**config.mk**
```make
export PLATFORM = sky130hd
export DESIGN_NAME = can_cfg_lockout
export DESIGN_NICKNAME = d
export VERILOG_FILES = /design/src/rtl/can_lock_pkg.sv /design/src/rtl/can_lock_idle.sv /design/src/rtl/can_lock_regs.sv /design/src/rtl/can_lock_fsm.sv /design/src/rtl/can_cfg_lockout.sv
export SDC_FILE = /design/constraint.sdc
export NUM_CORES = 1
export LEC_CHECK = 0
export BUFFER_PORTS_ARGS = -buffer_cell sky130_fd_sc_hd__buf_4
export CAP_MARGIN = 5
export CORE_UTILIZATION = 35
export CTS_CLUSTER_SIZE = 10
export DETAILED_ROUTE_END_ITERATION = 10
export PLACE_DENSITY = 0.61
export SYNTH_ARGS = -nofsm -noshare
export SYNTH_HDL_FRONTEND = slang
export SYNTH_HIERARCHICAL = 1
export SYNTH_SLANG_ARGS = --single-unit
```
**constraint.sdc**
```tcl
create_clock -name clk -period 2.4 [get_ports clk]
set_clock_uncertainty 0.15 [all_clocks]
set_input_delay 0.12 -clock clk [delete_from_list [all_inputs] [get_ports clk]]
set_output_delay 0.12 -clock clk [all_outputs]
set_load 0.05 [all_outputs]
```
**src/rtl/can_lock_pkg.sv**
```systemverilog
`timescale 1ns/1ps
package can_lock_pkg;

    typedef enum logic [1:0] {
        ST_CONFIG = 2'd0,
        ST_SYNC   = 2'd1,
        ST_ACTIVE = 2'd2,
        ST_BUSOFF = 2'd3
    } lock_state_e;

    localparam int CTRL_INIT_BIT = 0;
    localparam int CTRL_SRST_BIT = 1;
    localparam int CTRL_BOFF_BIT = 7;

endpackage

```
**src/rtl/can_lock_idle.sv**
```systemverilog
`timescale 1ns/1ps
module can_lock_idle #(
    parameter int IDLE_BITS = 11
) (
    input  logic clk,
    input  logic rst_n,
    input  logic hold_clr,
    input  logic bit_tick,
    input  logic rx_recessive,
    output logic idle_done
);
    localparam int CW = $clog2(IDLE_BITS + 1);
    localparam logic [CW-1:0] LAST = CW'(IDLE_BITS - 1);

    logic [CW-1:0] run_cnt;

    always_ff @(posedge clk or negedge rst_n) begin
        if (!rst_n) begin
            run_cnt <= '0;
        end else if (hold_clr) begin
            run_cnt <= '0;
        end else if (bit_tick) begin
            if (!rx_recessive) begin
                run_cnt <= '0;
            end else if (run_cnt == LAST) begin
                run_cnt <= '0;
            end else begin
                run_cnt <= run_cnt + 1'b1;
            end
        end
    end

    assign idle_done = !hold_clr && bit_tick && rx_recessive && (run_cnt == LAST);

endmodule

```
**src/rtl/can_lock_regs.sv**
```systemverilog
`timescale 1ns/1ps
module can_lock_regs
    import can_lock_pkg::*;
#(
    parameter int CFG_BYTES = 16,
    parameter int ADDR_W    = 5,
    parameter int TIM0_IDX  = 0,
    parameter int TIM1_IDX  = 1
) (
    input  logic                   clk,
    input  logic                   rst_n,
    input  logic                   wr_en,
    input  logic                   rd_en,
    input  logic [ADDR_W-1:0]      addr,
    input  logic [7:0]             wdata,
    input  logic                   init_flag,
    input  logic                   bus_off_flag,
    output logic [CFG_BYTES*8-1:0] cfg_flat,
    output logic [7:0]             tec,
    output logic [7:0]             rec,
    output logic [7:0]             rdata,
    output logic                   timing_zero
);
    localparam logic [ADDR_W-1:0] CTRL_ADDR = ADDR_W'(CFG_BYTES);
    localparam logic [ADDR_W-1:0] TEC_ADDR  = ADDR_W'(CFG_BYTES + 1);
    localparam logic [ADDR_W-1:0] REC_ADDR  = ADDR_W'(CFG_BYTES + 2);

    logic [7:0] cfg_mem [CFG_BYTES];
    logic [7:0] ctrl_view;

    for (genvar gi = 0; gi < CFG_BYTES; gi++) begin : g_cfg
        always_ff @(posedge clk or negedge rst_n) begin
            if (!rst_n) begin
                cfg_mem[gi] <= 8'h00;
            end else if (init_flag && wr_en && (addr == ADDR_W'(gi))) begin
                cfg_mem[gi] <= wdata;
            end
        end
        assign cfg_flat[gi*8 +: 8] = cfg_mem[gi];
    end

    always_ff @(posedge clk or negedge rst_n) begin
        if (!rst_n) begin
            tec <= 8'h00;
            rec <= 8'h00;
        end else if (init_flag && wr_en) begin
            if (addr == TEC_ADDR) tec <= wdata;
            if (addr == REC_ADDR) rec <= wdata;
        end
    end

    assign timing_zero = (cfg_mem[TIM0_IDX] == 8'h00) && (cfg_mem[TIM1_IDX] == 8'h00);

    always_comb begin
        ctrl_view = 8'h00;
        ctrl_view[CTRL_INIT_BIT] = init_flag;
        ctrl_view[CTRL_BOFF_BIT] = bus_off_flag;
    end

    always_comb begin
        rdata = 8'h00;
        if (rd_en) begin
            for (int i = 0; i < CFG_BYTES; i++) begin
                if (addr == ADDR_W'(i)) rdata = cfg_mem[i];
            end
            if (addr == CTRL_ADDR) rdata = ctrl_view;
            if (addr == TEC_ADDR)  rdata = tec;
            if (addr == REC_ADDR)  rdata = rec;
        end
    end

endmodule

```
**src/rtl/can_lock_fsm.sv**
```systemverilog
`timescale 1ns/1ps
module can_lock_fsm
    import can_lock_pkg::*;
(
    input  logic        clk,
    input  logic        rst_n,
    input  logic        ctrl_wr,
    input  logic        wr_init_bit,
    input  logic        wr_srst_bit,
    input  logic        rx_busy,
    input  logic        tx_busy,
    input  logic        arb_busy,
    input  logic        proto_err,
    input  logic        bus_off,
    input  logic        timing_zero,
    input  logic        idle_done,
    output lock_state_e state_q,
    output logic        init_flag,
    output logic        bus_en,
    output logic        recovering
);
    lock_state_e state_d;
    logic        req_pend, pend_d;
    logic        busy, ctl_ok, ask, soft_rst;

    assign busy     = rx_busy | tx_busy | arb_busy;
    assign ctl_ok   = ctrl_wr && !bus_off;
    assign soft_rst = ctl_ok && wr_srst_bit;
    assign ask      = req_pend || (ctl_ok && wr_init_bit);

    // state register
    always_ff @(posedge clk or negedge rst_n) begin
        if (!rst_n) begin
            state_q  <= ST_CONFIG;
            req_pend <= 1'b0;
        end else begin
            state_q  <= state_d;
            req_pend <= pend_d;
        end
    end

    // next state
    always_comb begin
        state_d = state_q;
        pend_d  = req_pend;
        if (bus_off) begin
            state_d = ST_BUSOFF;
            pend_d  = 1'b0;
        end else begin
            unique case (state_q)
                ST_CONFIG: begin
                    pend_d = 1'b0;
                    if (ctl_ok && !wr_srst_bit && !wr_init_bit && !timing_zero) begin
                        state_d = ST_SYNC;
                    end
                end
                ST_SYNC, ST_ACTIVE: begin
                    if (soft_rst || timing_zero) begin
                        state_d = ST_CONFIG;
                        pend_d  = 1'b0;
                    end else if (ask && (!busy || proto_err)) begin
                        state_d = ST_CONFIG;
                        pend_d  = 1'b0;
                    end else if (ask) begin
                        pend_d  = 1'b1;
                    end else if ((state_q == ST_SYNC) && idle_done) begin
                        state_d = ST_ACTIVE;
                    end
                end
                ST_BUSOFF: begin
                    state_d = ST_SYNC;
                    pend_d  = 1'b0;
                end
                default: state_d = ST_CONFIG;
            endcase
        end
    end

    // outputs
    always_comb begin
        init_flag  = (state_q == ST_CONFIG);
        bus_en     = (state_q == ST_ACTIVE);
        recovering = (state_q == ST_BUSOFF);
    end

endmodule

```
**src/rtl/can_cfg_lockout.sv**
```systemverilog
`timescale 1ns/1ps
module can_cfg_lockout
    import can_lock_pkg::*;
#(
    parameter int CFG_BYTES = 16,
    parameter int ADDR_W    = 5,
    parameter int IDLE_BITS = 11,
    parameter int TIM0_IDX  = 0,
    parameter int TIM1_IDX  = 1
) (
    input  logic                   clk,
    input  logic                   rst_n,
    input  logic                   cpu_wr_en,
    input  logic                   cpu_rd_en,
    input  logic [ADDR_W-1:0]      cpu_addr,
    input  logic [7:0]             cpu_wdata,
    output logic [7:0]             cpu_rdata,
    input  logic                   eng_rx_busy,
    input  logic                   eng_tx_busy,
    input  logic                   eng_arb_busy,
    input  logic                   eng_error,
    input  logic                   bus_off_i,
    input  logic                   rx_bit_i,
    input  logic                   bit_tick_i,
    output logic                   init_o,
    output logic                   bus_en_o,
    output logic                   recover_o,
    output logic [CFG_BYTES*8-1:0] cfg_bytes_o,
    output logic [7:0]             tec_o,
    output logic [7:0]             rec_o
);
    localparam logic [ADDR_W-1:0] CTRL_ADDR = ADDR_W'(CFG_BYTES);

    lock_state_e state_q;
    logic        init_flag, timing_zero, idle_done, ctrl_wr;

    assign ctrl_wr = cpu_wr_en && (cpu_addr == CTRL_ADDR);

    can_lock_fsm u_fsm (
        .clk         (clk),
        .rst_n       (rst_n),
        .ctrl_wr     (ctrl_wr),
        .wr_init_bit (cpu_wdata[CTRL_INIT_BIT]),
        .wr_srst_bit (cpu_wdata[CTRL_SRST_BIT]),
        .rx_busy     (eng_rx_busy),
        .tx_busy     (eng_tx_busy),
        .arb_busy    (eng_arb_busy),
        .proto_err   (eng_error),
        .bus_off     (bus_off_i),
        .timing_zero (timing_zero),
        .idle_done   (idle_done),
        .state_q     (state_q),
        .init_flag   (init_flag),
        .bus_en      (bus_en_o),
        .recovering  (recover_o)
    );

    can_lock_idle #(.IDLE_BITS(IDLE_BITS)) u_idle (
        .clk          (clk),
        .rst_n        (rst_n),
        .hold_clr     (state_q != ST_SYNC),
        .bit_tick     (bit_tick_i),
        .rx_recessive (rx_bit_i),
        .idle_done    (idle_done)
    );

    can_lock_regs #(
        .CFG_BYTES (CFG_BYTES),
        .ADDR_W    (ADDR_W),
        .TIM0_IDX  (TIM0_IDX),
        .TIM1_IDX  (TIM1_IDX)
    ) u_regs (
        .clk          (clk),
        .rst_n        (rst_n),
        .wr_en        (cpu_wr_en),
        .rd_en        (cpu_rd_en),
        .addr         (cpu_addr),
        .wdata        (cpu_wdata),
        .init_flag    (init_flag),
        .bus_off_flag (bus_off_i),
        .cfg_flat     (cfg_bytes_o),
        .tec          (tec_o),
        .rec          (rec_o),
        .rdata        (cpu_rdata),
        .timing_zero  (timing_zero)
    );

    assign init_o = init_flag;

endmodule

```
==> reports/results.ini <==
[run_status]
status = finished, violations left
violations = setup timing

[global_routing]
grt_first_pass_wirelength_um = 43900
grt-ovfl-total = 0
grt_pass1_vias = 6763
grt_max_degree = 53
antenna_found_initial = 0
grt_usage_pct = 25.0

[hold_path]
hold_path.class = in -> reg
hp-start = cpu_wdata[4]

[worst_setup_path]
rrSetupSlack_ns = 0.15
r2r_cells = 7
crit_path_start_kind = register
cp-end-kind = output port
reg2reg_from = u_fsm/state_q[1]$_DFFE_PN0P_
r2r_end = u_regs/cfg_flat[88]$_DFFE_PN0P_
crit_start = u_regs/cfg_flat[15]$_DFFE_PN0P_
arrival_ns = 2.18
cp-endpoint = cpu_rdata[7]
path_class = reg -> out
cp_data_required_time_ns = 2.13
critPathMaxFanout = 2

[route]
vias = 6811
dr.pass1.iters = 5
drtIter0Drc = 615
drc = 0
drtAntennaViolNets = 0
viasPerCell = 5.66
routed_wl_um = 29300
wire_per_inst_um = 24.3

[yosys]
yosys_warnings = 6
synth.distinct_cells = 86
syn_avg_cell_area_um2 = 11.8
synth_edf_count = 0
postSynthCellCount = 690
ys_ff_latch = 151
yosysSeqAreaShare_pct = 46.6
ys.flop_type = dfrtp_1
syn_nets = 720
async_flop_share_pct = 100
syn_area_um2 = 8120

[sta]
final.period_utilization_pct = 102
rsz0062_at_grt = yes
maxSlewViolCount = 0
max_slew_margin_pct = 55.7
period_needed_ns = 2.45
final-setup-viol-count = 3
hold_viol = 0
max_freq_mhz = 408
tightest_slew_ns = 0.659
setup_ws_ns = -0.0514

[floorplanning]
floorplan.initialDensity_pct = 35.7
fp.dieArea_um2 = 23800
dieHeight_um = 154
core_um2 = 22700
die_width_um = 154
rows = 55
pin_count = 179

[clock_tree]
cts-root-buf = clkbuf_16
cts_tree = built
worstSkewPairLatency_ns = 0.42
clk_pin_slew_ns = 0.06
cts_sinks = 151
cts_buffer_depth = 2
cts_buffers = 17
htreeDepth = 4

[cells_and_area]
fillers = 2120
num_antenna_cells = 0
finalNetCount = 935
syn_to_final_growth_pct = 33.7
drive_above_1_share_pct = 50.1
finalNonFillerCells = 1203

[place]
io_buffer_count = 178
dp_hpwl_um = 21200
gp_congestion = 0.925
dp_cells = 1153
dp_slack_ns = -0.0148

[power]
power.density_nw_per_um2 = 827
p_leak_uw = 0.00523
ir_worst_vdd_mv = 0.439

[flow_run]
maxCapViolations = 0

==> critical path, stage by stage, from the launching register on <==
cell	delay, ns
dfrtp_1	0.34
a21oi_1	0.07
or4b_1	0.52
a32o_2	0.30
a21oi_2	0.16
o31a_1	0.19
buf_6	0.17
==> synth_stat cells (all sizes together), types with 3 or more instances <==
cell / number / share of area, %
o21a: 3 / 0.28
a211o: 3 / 0.32
nor3b: 8 / 1.0
mux2: 145 / 20
a32o: 3 / 0.37
o31ai: 3 / 0.28
o2bb2ai: 9 / 0.97
and3b: 3 / 0.32
mux2i: 7 / 0.86
a2111oi: 4 / 0.60
nor2b: 6 / 0.46
a22oi: 7 / 0.65
nor3: 16 / 2.1
a31oi: 3 / 0.23
nand3: 15 / 0.93
o22ai: 6 / 0.46
ha: 6 / 0.93
o211ai: 9 / 0.83
dfrtp: 151 / 47
and2: 6 / 0.46
a32oi: 5 / 0.54
nor2: 28 / 1.6
or3: 4 / 0.37
nand4: 8 / 0.69
a21oi: 21 / 1.3
nand3b: 13 / 1.2
clkbuf: 15 / 0.69
inv: 10 / 0.46
a211oi: 4 / 0.37
and3: 4 / 0.31
nand2b: 11 / 0.85
nand2: 33 / 1.6
or3b: 3 / 0.35
o21ai: 34 / 2.1
o22a: 3 / 0.32
buf: 28 / 2.3
nor4: 9 / 1.1
o211a: 4 / 0.49
==> cells by family (layout without fill, tap and decap cells) <==
group                      Yosys count  in the layout  share of synthesized area [%]
adders and majority gates            6              6                          0.925
AOI/OAI and AO/OA                  146            146                           13.0
muxes                              152            152                           21.0
DFF                                151            151                           46.6
and+or+nand+nor                    182            182                           15.0
buffers and inverters               53            281                           3.50
==> area by class of cell <==
cell class              count  area (µm²)  share of cell area (%)
multi-input cells         486        4190                    38.6
flip-flops and latches    151        3780                    34.8
repair buffers            239        1890                    17.4
clock buffers              19         453                    4.17
well taps                 285         357                    3.29
clock inverters            13         145                    1.34
inverters                  10        37.5                   0.346
==> per-stage QoR <==
step	utilization [%]	instance area [µm²]	setup TNS (ns)	power (µW)	hold slack, ns
6_report	47.8	10900	-0.104	8980	0.0201
5_1_grt	47.8	10900	-0.300	9320	0.0132
4_1_cts	47.5	10800	-0.132	9010	0.00674
3_5_place_dp	43.8	9950	-0.0148	6170	-0.0436
3_3_place_gp	43.8	9950	0	6150	-0.0452
2_1_floorplan	-	8130	0	5080	-0.326
==> flip-flops by register name, indices dropped and copies added, names as in the netlist <==
register and count:
u_fsm/req_pend 1, u_fsm/state_q 2, u_idle/run_cnt 4, u_regs/cfg_flat 128
u_regs/rec 8, u_regs/tec 8
==> layer usage <==
metal / GRT usage [%] / routed length, µm / vias to the layer above
li1: - / - / 3045
met1: 35.8 / 13700 / 3478
met5: 0 / 0 / -
met3: 3.78 / 1440 / 37
met2: 38.5 / 13500 / 251
met4: 8.20 / 611 / 0
==> worst min-delay path by stage <==
stage                                       endpoint  slack [ns]  cells past startpoint
CTS                 u_regs/cfg_flat[116]$_DFFE_PN0P_       0.007                      2
detailed placement  u_regs/cfg_flat[118]$_DFFE_PN0P_       -0.04                      1
finish              u_regs/cfg_flat[116]$_DFFE_PN0P_        0.02                      2
global route         u_regs/cfg_flat[92]$_DFFE_PN0P_        0.01                      2
floorplan                 u_fsm/req_pend$_DFFE_PN0P_       -0.33                      0
global placement    u_regs/cfg_flat[116]$_DFFE_PN0P_       -0.05                      1
==> timing repair <==
action / 4_1_cts / 5_1_grt
gates resized for setup: 23 / 9
pin swaps: 11 / 5
endpoints found under the hold margin: 162 / 0
endpoints found under the setup margin: 6 / 7
buffers inserted: 8 / 1
cloned: 0 / 0
hold buffers: 9 / 0
==> where the power goes <==
group / switching [µW] / internal [µW] / leakage [µW]
Sequential: 369 / 2870 / 0.00206
Combinational: 2000 / 1010 / 0.00289
Clock: 1140 / 1600 / 0.000275
==> cell usage in the layout (no fill, tap or decap), drive strengths merged, types with 11 or more instances in the layout <==
master  count
nand2      33
nor2       28
mux2      145
dfrtp     151
nand3      15
nand2b     11
nand3b     13
clkbuf     19
nor3       16
a21oi      21
buf       230
inv        14
o21ai      34
(Power assumes the default switching activity.)
